### src/rtl/pwm_demag_pkg.sv
package pwm_demag_pkg;

   // Largest gate-high count allowed: fraction num/den of the nominal period.
   function automatic int duty_limit(input int period, input int num, input int den);
      return (period * num) / den;
   endfunction

endpackage

### src/rtl/pwm_sync.sv
module pwm_sync #(
   parameter int STAGES = 2
) (
   input  logic clk,
   input  logic rst_n,
   input  logic d,
   output logic q
);
   generate
      if (STAGES < 2) begin : g_bad_stages
         $error("pwm_sync: STAGES must be at least 2");
      end
   endgenerate

   logic [STAGES-1:0] sh;

   always_ff @(posedge clk or negedge rst_n) begin
      if (!rst_n) sh <= '0;
      else        sh <= {sh[STAGES-2:0], d};
   end

   assign q = sh[STAGES-1];
endmodule

### src/rtl/pwm_saw.sv
module pwm_saw #(
   parameter int CNT_W  = 8,
   parameter int PERIOD = 200
) (
   input  logic             clk,
   input  logic             rst_n,
   input  logic             enable,
   input  logic             release_ok,
   output logic [CNT_W-1:0] cnt,
   output logic             start
);
   localparam logic [CNT_W-1:0] LAST = CNT_W'(PERIOD - 1);

   logic at_valley;
   assign at_valley = (cnt == '0);
   assign start     = enable && at_valley && release_ok;

   always_ff @(posedge clk or negedge rst_n) begin
      if (!rst_n)                       cnt <= '0;
      else if (!enable)                 cnt <= '0;
      else if (at_valley && !release_ok) cnt <= '0;
      else if (cnt == LAST)             cnt <= '0;
      else                              cnt <= cnt + 1'b1;
   end
endmodule

### src/rtl/pwm_demag_track.sv
module pwm_demag_track #(
   parameter bit DET_EN = 1'b1
) (
   input  logic clk,
   input  logic rst_n,
   input  logic zc_sync,
   input  logic gate,
   input  logic start,
   output logic done
);
   generate
      if (DET_EN) begin : g_track
         logic done_q;
         always_ff @(posedge clk or negedge rst_n) begin
            if (!rst_n)                done_q <= 1'b1;
            else if (start)            done_q <= 1'b0;
            else if (zc_sync && !gate) done_q <= 1'b1;
         end
         assign done = done_q;
      end else begin : g_bypass
         assign done = 1'b1;
      end
   endgenerate
endmodule

### src/rtl/pwm_gate_latch.sv
module pwm_gate_latch #(
   parameter int CNT_W     = 8,
   parameter int DUTY_LIM  = 160,
   parameter int BLANK_CYC = 6
) (
   input  logic             clk,
   input  logic             rst_n,
   input  logic             enable,
   input  logic             start,
   input  logic [CNT_W-1:0] cnt,
   input  logic [CNT_W-1:0] ctrl_word,
   input  logic             oc_sync,
   output logic             gate,
   output logic             cyc_stb
);
   localparam logic [CNT_W-1:0] LIM_V   = CNT_W'(DUTY_LIM);
   localparam logic [CNT_W-1:0] BLANK_V = CNT_W'(BLANK_CYC);

   logic cmp_end, lim_end, oc_end, stop;
   assign cmp_end = (cnt >= ctrl_word);
   assign lim_end = (cnt >= LIM_V);
   assign oc_end  = oc_sync && (cnt > BLANK_V);
   assign stop    = cmp_end || lim_end || oc_end;

   always_ff @(posedge clk or negedge rst_n) begin
      if (!rst_n) begin
         gate    <= 1'b0;
         cyc_stb <= 1'b0;
      end else begin
         cyc_stb <= start;
         if (!enable)          gate <= 1'b0;
         else if (start)       gate <= (ctrl_word != '0);
         else if (gate && stop) gate <= 1'b0;
      end
   end
endmodule

### src/rtl/pwm_demag_gate.sv
module pwm_demag_gate #(
   parameter int CNT_W       = 8,
   parameter int PERIOD      = 200,
   parameter int DMAX_NUM    = 4,
   parameter int DMAX_DEN    = 5,
   parameter int BLANK_CYC   = 6,
   parameter int SYNC_STAGES = 2,
   parameter bit DEMAG_DET   = 1'b1
) (
   input  logic             clk,
   input  logic             rst_n,
   input  logic             enable,
   input  logic [CNT_W-1:0] ctrl_word,
   input  logic             oc_async,
   input  logic             zc_async,
   output logic             gate,
   output logic             cyc_stb
);
   localparam int DUTY_LIM = pwm_demag_pkg::duty_limit(PERIOD, DMAX_NUM, DMAX_DEN);

   generate
      if (PERIOD < 3 || PERIOD > (1 << CNT_W)) begin : g_bad_period
         $error("pwm_demag_gate: PERIOD out of range for CNT_W");
      end
      if (DMAX_DEN <= 0 || DMAX_NUM <= 0 || DMAX_NUM >= DMAX_DEN) begin : g_bad_duty
         $error("pwm_demag_gate: duty fraction must lie strictly between 0 and 1");
      end
      if (BLANK_CYC < 0 || BLANK_CYC >= DUTY_LIM) begin : g_bad_blank
         $error("pwm_demag_gate: blanking must be shorter than the duty limit");
      end
   endgenerate

   logic             oc_s, zc_s, dmg_done, start;
   logic [CNT_W-1:0] cnt;

   pwm_sync #(.STAGES(SYNC_STAGES)) u_sync_oc (
      .clk(clk), .rst_n(rst_n), .d(oc_async), .q(oc_s));

   pwm_sync #(.STAGES(SYNC_STAGES)) u_sync_zc (
      .clk(clk), .rst_n(rst_n), .d(zc_async), .q(zc_s));

   pwm_saw #(.CNT_W(CNT_W), .PERIOD(PERIOD)) u_saw (
      .clk(clk), .rst_n(rst_n), .enable(enable), .release_ok(dmg_done),
      .cnt(cnt), .start(start));

   pwm_demag_track #(.DET_EN(DEMAG_DET)) u_dmg (
      .clk(clk), .rst_n(rst_n), .zc_sync(zc_s), .gate(gate),
      .start(start), .done(dmg_done));

   pwm_gate_latch #(.CNT_W(CNT_W), .DUTY_LIM(DUTY_LIM), .BLANK_CYC(BLANK_CYC)) u_gate (
      .clk(clk), .rst_n(rst_n), .enable(enable), .start(start), .cnt(cnt),
      .ctrl_word(ctrl_word), .oc_sync(oc_s), .gate(gate), .cyc_stb(cyc_stb));
endmodule

### config.mk
export PLATFORM = sky130hd
export DESIGN_NAME = pwm_demag_gate
export DESIGN_NICKNAME = d
export VERILOG_FILES = /design/src/rtl/pwm_demag_pkg.sv /design/src/rtl/pwm_sync.sv /design/src/rtl/pwm_saw.sv /design/src/rtl/pwm_demag_track.sv /design/src/rtl/pwm_gate_latch.sv /design/src/rtl/pwm_demag_gate.sv
export SDC_FILE = /design/constraint.sdc
export NUM_CORES = 1
export LEC_CHECK = 0
export BUFFER_PORTS_ARGS = -buffer_cell sky130_fd_sc_hd__buf_2
export CAP_MARGIN = 25
export CORE_UTILIZATION = 55
export CTS_BUF_LIST = sky130_fd_sc_hd__clkbuf_8
export CTS_CLUSTER_SIZE = 12
export DETAILED_ROUTE_END_ITERATION = 10
export PLACE_DENSITY = 0.76
export REMOVE_ABC_BUFFERS = 1
export SLEW_MARGIN = 20
export SYNTH_ARGS = -nofsm -noshare
export SYNTH_HDL_FRONTEND = slang
export SYNTH_SLANG_ARGS = --single-unit
### constraint.sdc
create_clock -name clk -period 1.7 [get_ports clk]
set_input_delay 0.34 -clock clk [delete_from_list [all_inputs] [get_ports clk]]
set_output_delay 0.34 -clock clk [all_outputs]
set_load 0.01 [all_outputs]
==> flow_summary.yaml, run 1 <==
worst_setup_path:
  start_kind: "flip-flop"
  worstPathMaxFanout: 4
  cpPeakStageDelay_ns: 0.41
  crit_required_ns: 1.83
  path_cells: "inv_1, ha_1, nor4b_4, a21oi_2, o41ai_4, nor2_1"
  r2r_setup_slack_ns: 0.15
  cp-end-kind: "flip-flop"
  reg2reg_from: "u_saw.cnt[0]"
  r2r_end: "u_saw.cnt[7]"
  arrival_ns: 1.68
  critical_path.top_delay_family: "flip-flops"
  rr_worst_depth: 6
  cp_slowest_cell: "dfrtp_1"
  critPathKind: "reg2reg"
  path_buf_inv: 1
synthesis:
  synthCells: 86
  synth_cell_types: 30
  syn_area_um2: 908
  synth.most_common_cell: "dfrtp_1"
  yosysTopAreaCell: "dfrtp_1"
  synth.top_cell.area_share_pct: 38.6
  syn_avg_cell_area_um2: 10.6
  synthArstFlopShare_pct: 100
  synth_seq_cells: 15
  synth_seq_area_share_pct: 41.5
  synth_enable_flop_cells: 0
  ys_warn_count: 0
  synth_flop_cell: "dfrtp_1"
  yosys-top-cells-count: "14 x dfrtp_1, 12 x inv_1, 11 x ha_1"
  ys_top_cells_by_area: "dfrtp_1 39%, ha_1 15%, inv_1 5.0%"
finish:
  drive_above_1_share_pct: 26.2
  nets: 132
  syn2layout_area_growth_pct: 17.8
  antenna_cells: 0
  stdcell_count: 123
placed_design:
  io_buffer_count: 14
  placed_cells: 118
  hpwlAfterDp_um: 1320
  globalplace.congestion: 0.857
  pre_cts_ws_ns: 0.146
floorplan:
  core_area_mm2: 0.00152
  row_count: 14
  die-width_um: 42.6
  die_h_um: 42.6
  io_pins: 15
  initial_utilization_pct: 59.6
  dieArea_mm2: 0.00182
global_route:
  grt_use_met3_pct: 5.17
  busiest_layer: "met2"
  grt_start_max_net_pins: 16
  grt_pass1_vias: 653
  met2_usage_pct: 33.0
  grt_pass1_wl_um: 2960
  grt_overflow: 0
  grtUsageMet1_pct: 32.4
  track_usage_pct: 22.7
  antenna_found_initial: 0
power:
  ir_drop_mv: 0.780
  power_density_mw_per_mm2: 1030
  power_mw: 1.11
  p_leak_nw: 0.571
clock_network:
  cts-root-buf: "clkbuf_8"
  clkLatencyLatePin_ns: 0.25
  clkTransAtPathRegs_ns: 0.06
  numCtsBuffers: 3
  ctsLongestPathBuffers: 2
  htree_levels: 1
  cts_tree: "done"
  cts_setup_buffers: 0
  cts_sinks: 15
timing:
  period_share_pct: 91.1
  setup_viol: 0
  finalHoldViolCount: 0
  setup_ws_ns: 0.151
  fin_skew_ns: 0.00238
  fin_setup_tns_ns: 0
  final_max_slew_viol_count: 0
  rsz0062_at_grt: "false"
  relSlewSlack_pct: 76.9
  fmax_mhz: 646
  min_period_ns: 1.55
  max_slew.worst_pin.slew_ns: 0.347
route:
  drtAntennaViolNets: 0
  vias: 683
  dr.pass1.iters: 4
  viasPerCell: 5.55
  drt_iter0_drc: 9
  route.detailed.drc: 0
  wire_per_inst_um: 14.3
  drt_wl_total_um: 1760
run:
  maxCapViolCount: 0
min_path:
  holdPathEnd: "u_sync_zc.sh[0]"
  hp-start: "zc_async"
  min_path_type: "in2reg"
  whs_path_depth: 1
status:
  status: "completed"
## layout make-up
cell class | count | area, µm²
Multi-Input combinational cell | 59 | 487
Clock buffer | 3 | 41.3
Timing Repair Buffer | 17 | 95.1
Clock inverter | 1 | 5.00
Sequential cell | 15 | 377
Tap cell | 16 | 20.0
Inverter | 12 | 45.0
Fill cell | 115 | 454
## cell families (layout without fill, tap and decap cells)
kind of cell,after synthesis,count (layout),share of synthesized area [%]
simple gates,28,28,20.4
flops,15,15,41.5
compound gates,14,14,12.3
buf+inv,12,33,4.96
fa+ha+maj,11,11,15.2
xor+xnor,6,6,5.79
## cell usage in the layout, fill, tap and decap left out, types with 2 or more instances in the layout
cell      count
buf_4         2
a21oi_1       3
nor2_1        4
clkbuf_8      3
ha_1         11
xor2_1        3
inv_1        12
nor2b_1       2
nand4_1       2
nand3_1       5
buf_2        14
xnor2_1       3
and3_1        4
nor4_1        2
dfrtp_1      14
and2_1        2
o21ai_0       3
## per-stage QoR
stage	hold WS (ns)	util, %	area (µm²)
after floorplan	0.0444	-	908
after global placement	0.252	66.5	1010
after detailed placement	0.258	66.5	1010
after CTS	0.190	70.2	1070
after global routing	0.185	70.2	1070
final	0.195	70.2	1070
## report_power, final
group	total (mW)	internal (mW)	switching, mW	leakage [nW]
clock	0.284	0.162	0.122	0.0255
sequential	0.467	0.422	0.0453	0.193
combinational	0.355	0.172	0.183	0.352
## per-layer routing
| layer | up-vias | wire [µm] |
|---|---|---|
| li1 | 349 | - |
| met1 | 306 | 882 |
| met2 | 19 | 759 |
| met3 | 9 | 72 |
| met4 | 0 | 44 |
| met5 | - | 0 |
## timing repair
item / in CTS / in global routing
resized for setup: 0 / 0
hold endpoints to repair: 14 / 0
hold buffers: 1 / 0
## sequential cells by signal, summed over array words and instances (netlist names)
name            cells
u_gate.cyc_stb      1
u_sync_oc.sh        2
u_sync_zc.sh        2
u_gate.gate         1
u_saw.cnt           8
u_dmg.done          1
## worst max path at each step
| stage | start | to | slack, ns | cells after the start |
|---|---|---|---|---|
| global route | u_saw.cnt[0] | u_saw.cnt[6] | 0.01 | 6 |
| CTS | u_saw.cnt[0] | u_saw.cnt[6] | 0.14 | 6 |
| global placement | ctrl_word[1] | u_gate.gate | 0.17 | 7 |
| detailed placement | ctrl_word[1] | u_gate.gate | 0.15 | 7 |
| finish | u_saw.cnt[0] | u_saw.cnt[7] | 0.15 | 6 |
| floorplan | u_saw.cnt[2] | u_gate.gate | 0.22 | 5 |
(Power assumes the default switching activity.)
==> inputs of run 2 (changes only) <==
Clock period 1.7 ns to 1.5 ns, I/O delays scaled along.
==> run 2 against run 1 <==
The run now ends with negative setup slack left. Clock skew shrank 0.00092 ns. Setup slack lost 0.20 ns. Clock power up 11%. Combinational power is 45% higher. Register-to-register slack worse by 0.20 ns. Clock-buffer cell count unchanged. Flip-flop and latch count is the same. Critical path depth unchanged. Routed wire length grew 12%. Sequential share of layout area fell by 2.8 points.
==> flow_summary.yaml, run 2 (same netlist as run 1, synthesis figures left out) <==
clock_network:
  clkTransAtPathRegs_ns: 0.06
  clkLatencyLatePin_ns: 0.25
  cts_sinks: 15
  cts-root-buf: "clkbuf_8"
  numCtsBuffers: 3
  htree_levels: 1
  ctsLongestPathBuffers: 2
  cts_tree: "done"
floorplan:
  core_area_mm2: 0.00152
  dieArea_mm2: 0.00182
  io_pins: 15
  initial_utilization_pct: 59.6
  die_h_um: 42.6
  row_count: 14
  die-width_um: 42.6
placed_design:
  io_buffer_count: 14
  pre_cts_ws_ns: -0.0452
  globalplace.congestion: 0.771
  hpwlAfterDp_um: 1460
  placed_cells: 127
finish:
  top_register: "u_saw.cnt"
  nets: 142
  antenna_cells: 0
  mostFrequentLayoutCells: "14 x buf_2, 14 x dfrtp_1, 12 x buf_4, 10 x inv_1, 10 x ha_1"
  syn2layout_area_growth_pct: 28.1
  top_regs: "u_saw.cnt: 8 flops, u_sync_oc.sh: 2 flops, u_sync_zc.sh: 2 flops"
  largest_reg_flops: 8
  drive_above_1_share_pct: 36.8
  stdcell_count: 133
timing:
  fin_skew_ns: 0.00146
  holdWs_ns: 0.157
  min_period_ns: 1.55
  period_share_pct: 103
  rsz0062_at_grt: "true"
  relSlewSlack_pct: 75.3
  max_slew.worst_pin.slew_ns: 0.369
  finalHoldViolCount: 0
  final_max_slew_viol_count: 0
  setup_viol: 5
  setup_ws_ns: -0.0522
  fmax_mhz: 644
global_route:
  grt_overflow: 0
  grt_start_max_net_pins: 16
  busiest_layer: "met2"
  antenna_found_initial: 0
  grt_pass1_wl_um: 3420
  met2_usage_pct: 42.7
  grt_pass1_vias: 822
  grtUsageMet1_pct: 29.4
  grt_use_met3_pct: 6.90
  track_usage_pct: 26.0
worst_setup_path:
  crit_required_ns: 1.62
  crit_start: "u_saw.cnt[0]"
  rr_worst_depth: 6
  worstPathMaxFanout: 4
  reg2reg_from: "u_saw.cnt[0]"
  start_kind: "flip-flop"
  critPathKind: "reg2reg"
  r2r_setup_slack_ns: -0.05
  cp-end-kind: "flip-flop"
  arrival_ns: 1.67
  r2r_end: "u_saw.cnt[3]"
power:
  p_leak_nw: 0.623
  ir_drop_mv: 0.804
  power_density_mw_per_mm2: 1160
  power_mw: 1.35
route:
  drtAntennaViolNets: 0
  viasPerCell: 5.74
  vias: 763
  wire_per_inst_um: 14.9
  route.detailed.drc: 0
  drt_iter0_drc: 15
  dr.pass1.iters: 4
  drt_wl_total_um: 1980
min_path:
  hp-start: "oc_async"
  holdPathEnd: "u_sync_oc.sh[0]"
  min_path_type: "in2reg"
  whs_path_depth: 1
run:
  maxCapViolCount: 0
status:
  violations: "negative setup slack"
  status: "finished with violations"
==> run 2: how the worst max path moves through the flow <==
stage / endpoint / cells after the start
after detailed placement: u_saw.cnt[6] / 6
after CTS: u_saw.cnt[3] / 6
after global routing: u_saw.cnt[3] / 6
after floorplan: u_gate.gate / 5
after global placement: u_saw.cnt[3] / 6
final: u_saw.cnt[3] / 6
==> run 2: per-layer routing <==
layer	up-vias	wire length, µm
met5	-	0
met4	0	14
met3	2	67
met2	18	1040
met1	375	859
li1	368	-
==> run 2: worst max-delay path, stage by stage, from the launching register on <==
cell and delay, ns:
dfrtp_1 0.38, inv_2 0.10, ha_4 0.13, nor4b_4 0.27, a21oi_2 0.12, o41ai_4 0.32, nor2_1 0.10
==> run 2: layout make-up <==
class / count / area (µm²)
clock buffers: 3 / 41.3
well taps: 16 / 20.0
flip-flops and latches: 15 / 377
clock inverters: 1 / 3.75
repair buffers: 27 / 170
inverters: 12 / 45.0
multi-input cells: 59 / 507
fillers: 106 / 360
==> run 2: report_power, final <==
| group | internal [mW] | leakage [nW] | switching, mW | total, mW |
|---|---|---|---|---|
| sequential | 0.478 | 0.193 | 0.0448 | 0.523 |
| combinational | 0.261 | 0.403 | 0.255 | 0.516 |
| clock | 0.181 | 0.0269 | 0.134 | 0.315 |
| total | 0.920 | 0.623 | 0.434 | 1.35 |
==> run 2: stage by stage <==
step | util, % | cell area (µm²) | TNS [ns]
floorplan | - | 908 | 0
global placement | 70.9 | 1080 | -0.141
detailed placement | 70.9 | 1080 | -0.158
CTS | 75.0 | 1140 | -0.0698
global route | 76.4 | 1160 | -0.769
finish | 76.4 | 1160 | -0.196
==> run 2: repair_timing <==
item / in CTS / in global routing
pin swaps: 0 / 3
hold buffers: 1 / 0
setup endpoints to repair: 5 / 6
gates resized for setup: 1 / 6
gates cloned: 0 / 0
setup buffers: 1 / 0
endpoints found under the hold margin: 14 / 0
==> inputs of run 3 (changes only) <==
Settings changed: CELL_PAD_IN_SITES_DETAIL_PLACEMENT set to 0, CELL_PAD_IN_SITES_GLOBAL_PLACEMENT set to 1, CORE_UTILIZATION 55 to 43, PLACE_DENSITY 0.76 to 0.77, SYNTH_HIERARCHICAL set to 1.
==> run 3 against run 2 <==
The flow still finishes with violations (negative setup slack). Clock skew is 0.0012 ns higher. Die area up 21%. Synthesized cell count grew 2.3%. Critical endpoint is now u_saw/cnt[7].
==> flow_summary.yaml, run 3 <==
worst_setup_path:
  crit_required_ns: 1.62
  critPathKind: "reg2reg"
  cp-end-kind: "flip-flop"
  arrival_ns: 1.69
  worstPathMaxFanout: 7
  start_kind: "flip-flop"
power:
  p_seq_share_pct: 39.6
  p_int_mw: 0.892
  p_comb_share_pct: 37.3
  ir_drop_mv: 0.852
  swShare_pct: 31.9
  p_leak_nw: 0.607
  p_sw_mw: 0.417
  clock_power_share_pct: 23.0
  power_density_mw_per_mm2: 1130
clock_network:
  clkLatencyLatePin_ns: 0.24
  numCtsBuffers: 3
  clkTransAtPathRegs_ns: 0.05
  ctsLongestPathBuffers: 2
  htree_levels: 1
  cts-root-buf: "clkbuf_8"
  cts_tree: "done"
  cts_sinks: 15
finish:
  final_util_pct: 63.7
  largest_reg_flops: 8
  syn2layout_area_growth_pct: 33.2
  top_register: "u_saw/cnt"
  stdcell_count: 142
  seqCellArea_um2: 377
  mostFrequentLayoutCells: "14 x buf_2, 14 x dfrtp_1, 13 x inv_1, 9 x buf_4, 8 x ha_1"
  multiInputGateArea_um2: 503
  drive_above_1_share_pct: 31.6
  fillers: 161
  top_regs: "u_saw/cnt: 8 flops, u_sync_oc/sh: 2 flops, u_sync_zc/sh: 2 flops"
  antenna_cells: 0
  nets: 141
synthesis:
  synth_cell_types: 28
  synthArstFlopShare_pct: 100
  synth_seq_area_share_pct: 43.2
  synth.most_common_cell: "dfrtp_1"
  synth_flop_cell: "dfrtp_1"
  synth_seq_cells: 15
  synth.top_cell.area_share_pct: 40.2
  synth_enable_flop_cells: 0
  ys_warn_count: 6
  syn_area_um2: 871
  syn_avg_cell_area_um2: 9.90
  ys_top_cells_by_area: "dfrtp_1 40%, ha_1 14%, inv_1 5.2%"
  synthCells: 88
  yosys-top-cells-count: "14 x dfrtp_1, 12 x inv_1, 10 x ha_1"
  yosysTopAreaCell: "dfrtp_1"
global_route:
  grt_pass1_vias: 697
  grt_overflow: 0
  grt_start_max_net_pins: 16
  grt_pass1_wl_um: 2930
  track_usage_pct: 19.8
  antenna_found_initial: 0
status:
  violations: "negative setup slack"
  status: "finished with violations"
route:
  wire_per_inst_um: 13.3
  dr.pass1.iters: 4
  drt_wl_total_um: 1880
  viasPerCell: 5.10
  vias: 724
  drtAntennaViolNets: 0
  drt_iter0_drc: 11
  route.detailed.drc: 0
timing:
  fin_setup_tns_ns: -0.343
  finalHoldViolCount: 0
  min_period_ns: 1.57
  final_max_slew_viol_count: 0
  relSlewSlack_pct: 78.0
  setup_viol: 6
  setup_ws_ns: -0.0682
  fin_skew_ns: 0.00267
  period_share_pct: 105
  max_slew.worst_pin.slew_ns: 0.329
  fmax_mhz: 638
  rsz0062_at_grt: "true"
floorplan:
  dieArea_mm2: 0.00221
  die-width_um: 47
  initial_utilization_pct: 47.8
  row_count: 15
  io_pins: 15
  core_area_mm2: 0.00182
  die_h_um: 47
placed_design:
  hpwlAfterDp_um: 1400
  globalplace.congestion: 0.791
  io_buffer_count: 14
  placed_cells: 137
  pre_cts_ws_ns: -0.254
min_path:
  min_path_type: "in2reg"
run:
  maxCapViolCount: 0
[run 3: repair_timing]
action	4_1_cts	5_1_grt
hold buffers	1	0
endpoints found under the setup margin	6	6
pin swaps	3	4
gates resized for setup	6	4
setup buffers	0	0
hold endpoints to repair	14	0
[run 3: layout make-up]
type,instances,share of cell area [%]
clock buffer,3,3.56
clock inverter,1,0.324
inverter,12,3.88
multi-input combinational,61,43.4
sequential,15,32.5
tap,25,2.70
timing repair buffer,25,13.7
[run 3: cell families (layout without fill, tap and decap cells)]
| kind of cell | count (synthesis) | count (layout) | synth area share [%] |
|---|---|---|---|
| adders and majority gates | 10 | 10 | 14.4 |
| buffers and inverters | 12 | 41 | 5.17 |
| DFF | 15 | 15 | 43.2 |
| and+or+nand+nor | 34 | 34 | 20.8 |
| xor gates and xnor gates | 6 | 6 | 6.03 |
| AOI/OAI and AO/OA | 11 | 11 | 10.3 |
[run 3: power groups by stage]
stage	Combinational [mW]	Clock, mW	Sequential, mW
2_1_floorplan	0.191	0	0.546
3_3_place_gp	0.391	0	0.519
5_1_grt	0.553	0.332	0.528
4_1_cts	0.442	0.316	0.518
3_5_place_dp	0.407	0	0.519
6_report	0.489	0.302	0.519
[run 3: layer usage]
layer  vias to the layer above  share of wire, %  GRT usage, %
met2                        14                49          34.2
met1                       340                44          22.3
met4                         0               3.3          9.14
met5                         -                 0             0
met3                         6               3.1          6.15
li1                        364                 -             -
[run 3: worst paths after layout]
check / start / to / slack (ns) / cells past startpoint
min in group asynchronous: rst_n / u_sync_zc/sh[0] / 0.51 / 2
max reg2reg: u_saw/cnt[2] / u_saw/cnt[7] / -0.07 / 6
max: u_saw/cnt[2] / u_saw/cnt[7] / -0.07 / 6
max in group asynchronous: rst_n / u_dmg/done / 0.70 / 2
min reg2reg: u_sync_oc/sh[0] / u_sync_oc/sh[1] / 0.35 / 0
min: zc_async / u_sync_zc/sh[0] / 0.16 / 1
[run 3: critical path, stage by stage (launching register included)]
cell and delay [ns]:
dfrtp_1 0.44, buf_6 0.17, nor4b_4 0.24, nand2_1 0.12
buf_4 0.17, o211ai_4 0.24, nor2_1 0.07
[run 3: stage by stage]
stage / power (mW) / instance area [µm²] / hold slack, ns
floorplan: 0.738 / 871 / 0.00441
global placement: 0.910 / 1050 / 0.210
detailed placement: 0.926 / 1050 / 0.213
CTS: 1.28 / 1120 / 0.155
global route: 1.41 / 1160 / 0.154
finish: 1.31 / 1160 / 0.161
